<file path="src/rtl/hb_alert_pkg.sv">
package hb_alert_pkg;

  localparam logic [1:0] PWR_WORK  = 2'b00;
  localparam logic [1:0] PWR_SLEEP = 2'b01;

  typedef enum logic [1:0] {
    MSG_HB  = 2'd0,
    MSG_EVT = 2'd1,
    MSG_NOW = 2'd2
  } msgType_e;

  typedef enum logic [2:0] {
    ST_IDLE,
    ST_WAIT_IDLE,
    ST_SEND,
    ST_BACKOFF,
    ST_HOLD_RESET
  } seqState_e;

  // strobes from control to datapath
  typedef struct packed {
    logic     pickEvt;
    logic     pickNow;
    logic     msgOk;
    logic     rstStart;
    logic     nowBusy;
    msgType_e curType;
  } ctrlStb_t;

  // request status from datapath to control
  typedef struct packed {
    logic rstPend;
    logic evtGo;
    logic nowPend;
    logic hbDue;
  } dpStat_t;

endpackage

</file>
<file path="src/rtl/hb_alert_edge.sv">
module hb_alert_edge #(
  parameter int STAGES = 2
) (
  input  logic clk,
  input  logic rstN,
  input  logic rawIn,
  output logic edgeOut
);

  logic [STAGES-1:0] syncQ;
  logic              lastQ;

  generate
    if (STAGES > 1) begin : g_chain
      always_ff @(posedge clk) begin
        if (!rstN) syncQ <= '0;
        else       syncQ <= {syncQ[STAGES-2:0], rawIn};
      end
    end else begin : g_single
      always_ff @(posedge clk) begin
        if (!rstN) syncQ <= '0;
        else       syncQ <= rawIn;
      end
    end
  endgenerate

  always_ff @(posedge clk) begin
    if (!rstN) lastQ <= 1'b0;
    else       lastQ <= syncQ[STAGES-1];
  end

  assign edgeOut = syncQ[STAGES-1] ^ lastQ;

endmodule

</file>
<file path="src/rtl/hb_alert_dp.sv">
module hb_alert_dp
  import hb_alert_pkg::*;
#(
  parameter int TICK_DIV    = 100_000_000,
  parameter int HB_TICKS    = 31,
  parameter int EVT_W       = 3,
  parameter int SEQ_W       = 4,
  parameter int SYNC_STAGES = 2
) (
  input  logic             clk,
  input  logic             rstN,
  input  logic [1:0]       pwrState,
  input  logic             lockedUp,
  input  logic [EVT_W-1:0] evtIn,
  input  logic             sendNowReq,
  input  logic             wdTimeout,
  input  logic             stsClr,
  input  logic             rstReq,
  input  ctrlStb_t         stb,
  output dpStat_t          stat,
  output logic [SEQ_W-1:0] seqNum,
  output logic [EVT_W-1:0] evtFlagsOut,
  output logic             secondToSts
);

  localparam int PRE_W = (TICK_DIV > 1) ? $clog2(TICK_DIV) : 1;
  localparam int HB_W  = $clog2(HB_TICKS + 1);
  localparam logic [PRE_W-1:0] PRE_LAST = PRE_W'(TICK_DIV - 1);
  localparam logic [HB_W-1:0]  HB_LOAD  = HB_W'(HB_TICKS);
  localparam logic [HB_W-1:0]  HB_ONE   = HB_W'(1);

  logic             isWork, isSleep, hbEn, capEn, tick;
  logic [EVT_W-1:0] evtEdge, evtPend, evtFlags, evtDoneMask;
  logic             nowPend, stsQ, rstTried, rstPend, hbDue;
  logic [PRE_W-1:0] preCnt;
  logic [HB_W-1:0]  hbLeft;
  logic [SEQ_W-1:0] seqQ;

  assign isWork  = (pwrState == PWR_WORK);
  assign isSleep = (pwrState == PWR_SLEEP);
  assign hbEn    = isSleep | (isWork & (lockedUp | stsQ));

  // one synchroniser and edge detector per event line
  generate
    for (genvar i = 0; i < EVT_W; i++) begin : g_evt
      hb_alert_edge #(.STAGES(SYNC_STAGES)) u_edge (
        .clk    (clk),
        .rstN   (rstN),
        .rawIn  (evtIn[i]),
        .edgeOut(evtEdge[i])
      );
    end
  endgenerate

  // event capture: always while sleeping, in working only during send-now
  assign capEn       = isSleep | (isWork & stb.nowBusy);
  assign evtDoneMask = (stb.msgOk && stb.curType == MSG_EVT) ? evtFlags : '0;

  always_ff @(posedge clk) begin
    if (!rstN)                 evtPend <= '0;
    else if (!isWork && !isSleep) evtPend <= '0;
    else                       evtPend <= (evtPend & ~evtDoneMask) | (capEn ? evtEdge : '0);
  end

  always_ff @(posedge clk) begin
    if (!rstN)            evtFlags <= '0;
    else if (stb.pickEvt) evtFlags <= evtPend;
  end

  always_ff @(posedge clk) begin
    if (!rstN)            nowPend <= 1'b0;
    else if (sendNowReq)  nowPend <= 1'b1;
    else if (stb.pickNow) nowPend <= 1'b0;
  end

  // second-expiry status, set wins over clear
  always_ff @(posedge clk) begin
    if (!rstN)          stsQ <= 1'b0;
    else if (wdTimeout) stsQ <= 1'b1;
    else if (stsClr)    stsQ <= 1'b0;
  end

  // single reset attempt bookkeeping
  always_ff @(posedge clk) begin
    if (!rstN) begin
      rstTried <= 1'b0;
      rstPend  <= 1'b0;
    end else if (stb.rstStart) begin
      rstTried <= 1'b1;
      rstPend  <= 1'b0;
    end else if (!stsQ) begin
      rstPend  <= 1'b0;
    end else if (rstReq && !rstTried) begin
      rstPend  <= 1'b1;
    end
  end

  // prescaled heartbeat timer, reloaded on every good message
  assign tick = (preCnt == PRE_LAST);

  always_ff @(posedge clk) begin
    if (!rstN) begin
      preCnt <= '0;
      hbLeft <= HB_LOAD;
      hbDue  <= 1'b0;
    end else if (stb.msgOk || !hbEn) begin
      preCnt <= '0;
      hbLeft <= HB_LOAD;
      hbDue  <= 1'b0;
    end else begin
      if (tick) preCnt <= '0;
      else      preCnt <= preCnt + 1'b1;
      if (tick && hbLeft != '0) begin
        hbLeft <= hbLeft - 1'b1;
        if (hbLeft == HB_ONE) hbDue <= 1'b1;
      end
    end
  end

  always_ff @(posedge clk) begin
    if (!rstN)          seqQ <= '0;
    else if (stb.msgOk) seqQ <= seqQ + 1'b1;
  end

  assign stat.rstPend = rstPend;
  assign stat.evtGo   = isSleep & (|evtPend);
  assign stat.nowPend = nowPend;
  assign stat.hbDue   = hbDue;

  assign seqNum      = seqQ;
  assign evtFlagsOut = (stb.curType == MSG_EVT) ? evtFlags : '0;
  assign secondToSts = stsQ;

endmodule

</file>
<file path="src/rtl/hb_alert_ctrl.sv">
module hb_alert_ctrl
  import hb_alert_pkg::*;
(
  input  logic     clk,
  input  logic     rstN,
  input  dpStat_t  stat,
  input  logic     busIdle,
  input  logic     txDone,
  input  logic     txColl,
  input  logic     rstDone,
  output ctrlStb_t stb,
  output logic     txReq,
  output logic     sysRst
);

  seqState_e state, stateNx;
  msgType_e  curType, curTypeNx;

  always_ff @(posedge clk) begin
    if (!rstN) begin
      state   <= ST_IDLE;
      curType <= MSG_HB;
    end else begin
      state   <= stateNx;
      curType <= curTypeNx;
    end
  end

  always_comb begin
    stateNx     = state;
    curTypeNx   = curType;
    stb         = '0;
    stb.curType = curType;
    case (state)
      ST_IDLE: begin
        if (stat.rstPend) begin
          stateNx      = ST_HOLD_RESET;
          stb.rstStart = 1'b1;
        end else if (stat.evtGo) begin
          stateNx     = ST_WAIT_IDLE;
          curTypeNx   = MSG_EVT;
          stb.pickEvt = 1'b1;
        end else if (stat.nowPend) begin
          stateNx     = ST_WAIT_IDLE;
          curTypeNx   = MSG_NOW;
          stb.pickNow = 1'b1;
        end else if (stat.hbDue) begin
          stateNx   = ST_WAIT_IDLE;
          curTypeNx = MSG_HB;
        end
      end
      ST_WAIT_IDLE:  if (busIdle) stateNx = ST_SEND;
      ST_SEND: begin
        if (txDone) begin
          stateNx   = ST_IDLE;
          stb.msgOk = 1'b1;
        end else if (txColl) begin
          stateNx = ST_BACKOFF;
        end
      end
      ST_BACKOFF:    if (busIdle) stateNx = ST_SEND;
      ST_HOLD_RESET: if (rstDone) stateNx = ST_IDLE;
      default:       stateNx = ST_IDLE;
    endcase
    stb.nowBusy = (curType == MSG_NOW) &&
                  (state == ST_WAIT_IDLE || state == ST_SEND || state == ST_BACKOFF);
  end

  assign txReq  = (state == ST_SEND);
  assign sysRst = (state == ST_HOLD_RESET);

endmodule

</file>
<file path="src/rtl/hb_alert_seq.sv">
module hb_alert_seq
  import hb_alert_pkg::*;
#(
  parameter int TICK_DIV    = 100_000_000,
  parameter int HB_TICKS    = 31,
  parameter int EVT_W       = 3,
  parameter int SEQ_W       = 4,
  parameter int SYNC_STAGES = 2
) (
  input  logic             clk,
  input  logic             rstN,
  input  logic [1:0]       pwrState,
  input  logic             lockedUp,
  input  logic [EVT_W-1:0] evtIn,
  input  logic             sendNowReq,
  input  logic             wdTimeout,
  input  logic             stsClr,
  input  logic             rstReq,
  input  logic             rstDone,
  input  logic             busIdle,
  input  logic             txDone,
  input  logic             txColl,
  output logic             txReq,
  output logic [1:0]       txType,
  output logic [SEQ_W-1:0] txSeq,
  output logic [EVT_W-1:0] txEvtFlags,
  output logic             sysRst,
  output logic             secondToSts
);

  ctrlStb_t stb;
  dpStat_t  stat;

  hb_alert_ctrl u_ctrl (
    .clk    (clk),
    .rstN   (rstN),
    .stat   (stat),
    .busIdle(busIdle),
    .txDone (txDone),
    .txColl (txColl),
    .rstDone(rstDone),
    .stb    (stb),
    .txReq  (txReq),
    .sysRst (sysRst)
  );

  hb_alert_dp #(
    .TICK_DIV   (TICK_DIV),
    .HB_TICKS   (HB_TICKS),
    .EVT_W      (EVT_W),
    .SEQ_W      (SEQ_W),
    .SYNC_STAGES(SYNC_STAGES)
  ) u_dp (
    .clk        (clk),
    .rstN       (rstN),
    .pwrState   (pwrState),
    .lockedUp   (lockedUp),
    .evtIn      (evtIn),
    .sendNowReq (sendNowReq),
    .wdTimeout  (wdTimeout),
    .stsClr     (stsClr),
    .rstReq     (rstReq),
    .stb        (stb),
    .stat       (stat),
    .seqNum     (txSeq),
    .evtFlagsOut(txEvtFlags),
    .secondToSts(secondToSts)
  );

  assign txType = stb.curType;

endmodule

</file>
<file path="config.mk">
export PLATFORM = sky130hd
export DESIGN_NAME = hb_alert_seq
export DESIGN_NICKNAME = d
export VERILOG_FILES = /design/src/rtl/hb_alert_pkg.sv /design/src/rtl/hb_alert_edge.sv /design/src/rtl/hb_alert_dp.sv /design/src/rtl/hb_alert_ctrl.sv /design/src/rtl/hb_alert_seq.sv
export SDC_FILE = /design/constraint.sdc
export NUM_CORES = 1
export LEC_CHECK = 0
export ABC_AREA = 0
export CORE_AREA = 2 2 102 55
export CTS_BUF_LIST = sky130_fd_sc_hd__clkbuf_4
export CTS_CLUSTER_DIAMETER = 80
export DETAILED_ROUTE_END_ITERATION = 10
export DIE_AREA = 0 0 104 57
export PLACE_DENSITY = 0.8
export SLEW_MARGIN = 15
export SYNTH_ARGS = -nofsm -noshare
export SYNTH_HDL_FRONTEND = slang
export SYNTH_SLANG_ARGS = --single-unit
</file>
<file path="constraint.sdc">
create_clock -name clk -period 2.7 [get_ports clk]
set_clock_uncertainty 0.05 [all_clocks]
set_input_delay 0.81 -clock clk [delete_from_list [all_inputs] [get_ports clk]]
set_output_delay 0.81 -clock clk [all_outputs]
set_load 0.005 [all_outputs]
</file>
==> results.cfg, run 1 <==
[status]
outcome = complete, no violations

[place]
port_buffers = 27
dp_slack_ns = 0.201
dp_cells = 410
dp_hpwl_um = 4370
finalWeightedCongestion = 0.863
dpl_cell_area_um2 = 3190

[drt]
drtIter0Drc = 130
avgViaCountPerCell = 5.51
firstDrtPassIters = 4
route.vias.total = 2346
drt_wl_total_um = 5880
detail_route.wl_per_cell_um = 13.8
drc = 0
final_antenna_net_count = 0

[power]
total_power_mw = 1.85
combPwrFrac_pct = 11.8
p_sw_mw = 0.517
p_per_area_nw_per_um2 = 554
p_clk_share_pct = 36.5
cellLeakagePower_nw = 1.10
p_sw_share_pct = 27.9
ir_worst_vdd_mv = 0.407
p_int_mw = 1.33
pwr-share-seq_pct = 51.7

[synthesis]
yosys.cell_types.count = 52
yosys_warnings = 0
synth_area_leaders = dfxtp_1 (43%), xnor2_1 (5.2%), nor2_1 (4.3%)
avgSynthCellArea_um2 = 9.01
async_flop_share_pct = 0
synth_cells = 318
synthFlopType = dfxtp_1
syn-num-nets = 339
synth.top_cell.area_share_pct = 42.6
yosysSeqAreaShare_pct = 42.6
synth-seq-cells = 61
syn_area_um2 = 2870
yosys.area.top_type = dfxtp_1
synth_edf_count = 0

[min_path]
hp-class = register to register

[die]
die_w_um = 104
die_h_um = 57
rows = 19
core_area_um2 = 5130
die_area_um2 = 5930
io_pins = 28
start_util_pct = 55.8

[global_route]
grt_overflow_total = 0
antenna_found_initial = 0
grtUsageTotal_pct = 21.6
grt_pass1_wl_um = 9960
grt_pass1_vias = 2044
grt_max_degree = 28

[clock_network]
clockBufferDepth = 2
cts_made_buffers = 9
clkTransAtPathRegs_ns = 0.12
htree_levels = 3
cts-root-buf = clkbuf_4
cts_tree = built
cts.sinks = 61
postCtsHoldBufs = 0
insertion_delay_ns = 0.42

[final_layout]
fill_cells = 409
drive_gt1_share_pct = 9.35
nNetsFinal = 369
final_util_pct = 65.0
layout_commonest_cell = dfxtp_1
antenna_cells = 0
layout_common_cells = dfxtp_1 (60), nor2_1 (33), clkdlybuf4s50_1 (27), nand2_1 (17), xnor2_1 (17)
area.growth.synth_to_final_pct = 16.6
fin_cells = 426
final_design_area_no_fill_um2 = 3340

[setup_path]
crit_path_cell_trace = nor3b_1, clkdlybuf4s50_1
end_kind = output port
worstSetupPathType = register to output port
worstPathRequired_ns = 1.84
cp_slowest_cell = clkdlybuf4s50_1
cp_max_fo = 8
arrival_ns = 1.77
critPathMaxStageDelay_ns = 0.56
critical_path.startpoint_type = register

[timing]
fin_hold_ws_ns = 0.397
timing.fmax_mhz = 380
finalSetupTns_ns = 0
rsz0062_at_grt = yes
period_minus_slack_ns = 2.63
fin_crit_sh_pct = 97.5
fin_ws_ns = 0.0688
tightest_slew_ns = 0.714
setup_viol = 0
timing.slew.headroom_pct = 52.3
hold_viol = 0
finalMaxSlewViolations = 0

[run]
drv_cap = 0
final cells by class:
cell class,count,area (um^2),share of cell area [%]
multi-input cells,235,1540,46.0
clock buffers,9,67.6,2.02
inverters,9,33.8,1.01
clock inverters,7,80.1,2.40
well taps,73,91.3,2.74
flip-flops and latches,61,1220,36.6
repair buffers,32,308,9.22
layer usage:
metal  GRT usage [%]  part of all wire, %
met1            31.6                   53
met2            29.1                   41
met3            8.80                  4.7
met4            5.98                  1.3
met5               0                    0
cell usage after synthesis, types with 3 or more instances:
master	number
nand4_1	9
nor4bb_1	3
xor2_1	3
nand3_1	10
a21oi_1	16
dfxtp_1	61
and2_1	16
clkbuf_1	7
o21ai_0	10
nor2b_1	10
or3_1	7
nor4_1	4
ha_1	5
nand2_1	17
and4_1	5
mux2i_1	6
inv_1	9
a31oi_1	4
nor3_1	10
o31ai_1	4
or4_1	4
o21a_1	4
a21boi_0	5
nor2_1	33
xnor2_1	17
registers in the layout, indices dropped and copies added, names as in the netlist, 2 cells and up:
name and cells:
u_dp.hbLeft 5, u_dp.g_evt.u_edge.lastQ 3, u_dp.g_evt.u_edge.syncQ 6, u_ctrl.state 3, u_dp.seqNum 4, u_dp.evtPend 3
u_dp.evtFlags 3, u_dp.preCnt 27, u_ctrl.curType 2
what timing repair did:
action                     in CTS  in global routing
resized for setup               0                  1
setup buffers                   0                  0
setup endpoints to repair       0                  2
critical path, delay by kind of cell (launching register included):
| kind | cells | cell delay (ns) |
|---|---|---|
| simple gates | 1 | 0.32 |
| buf+inv | 1 | 0.56 |
| flops | 1 | 0.47 |
kinds of logic after synthesis:
kind of cell	Yosys count	synth area share, %
buffers and inverters	22	3.76
multiplexers	6	2.10
AO/OA/AOI/OAI	54	12.1
AND/OR/NAND/NOR	150	31.1
adder cells (fa/ha/maj)	5	2.18
flip-flops	61	42.6
XOR/XNOR	20	6.11
path summary, 6_finish.rpt:
path	startpoint	endpoint	slack, ns	cells past startpoint
max reg2reg	u_dp.preCnt[0]	u_dp.preCnt[7]	0.32	5
min reg2reg	u_dp.g_evt[1].u_edge.syncQ[0]	u_dp.g_evt[1].u_edge.syncQ[1]	0.40	1
min	u_dp.g_evt[1].u_edge.syncQ[0]	u_dp.g_evt[1].u_edge.syncQ[1]	0.40	1
max	u_ctrl.state[1]	txReq	0.07	2
power groups by stage:
stage | clock network [mW] | registers [mW] | logic [mW]
after floorplan | 0 | 0.967 | 0.137
after global placement | 0 | 0.976 | 0.211
after detailed placement | 0 | 0.977 | 0.216
after CTS | 0.686 | 0.956 | 0.217
after global routing | 0.728 | 0.962 | 0.241
final | 0.675 | 0.957 | 0.219
Power figures use the tool's default switching activity.
==> inputs of run 2 (changes only) <==
--- a/config.mk
+++ b/config.mk
@@ -8,7 +8,6 @@
 export ABC_AREA = 0
 export CORE_AREA = 2 2 102 55
 export CTS_BUF_LIST = sky130_fd_sc_hd__clkbuf_4
-export CTS_CLUSTER_DIAMETER = 80
 export DETAILED_ROUTE_END_ITERATION = 10
 export DIE_AREA = 0 0 104 57
 export PLACE_DENSITY = 0.8
==> results of run 2 <==
No change in the layout: final DEF, timing and power equal those of run 1.
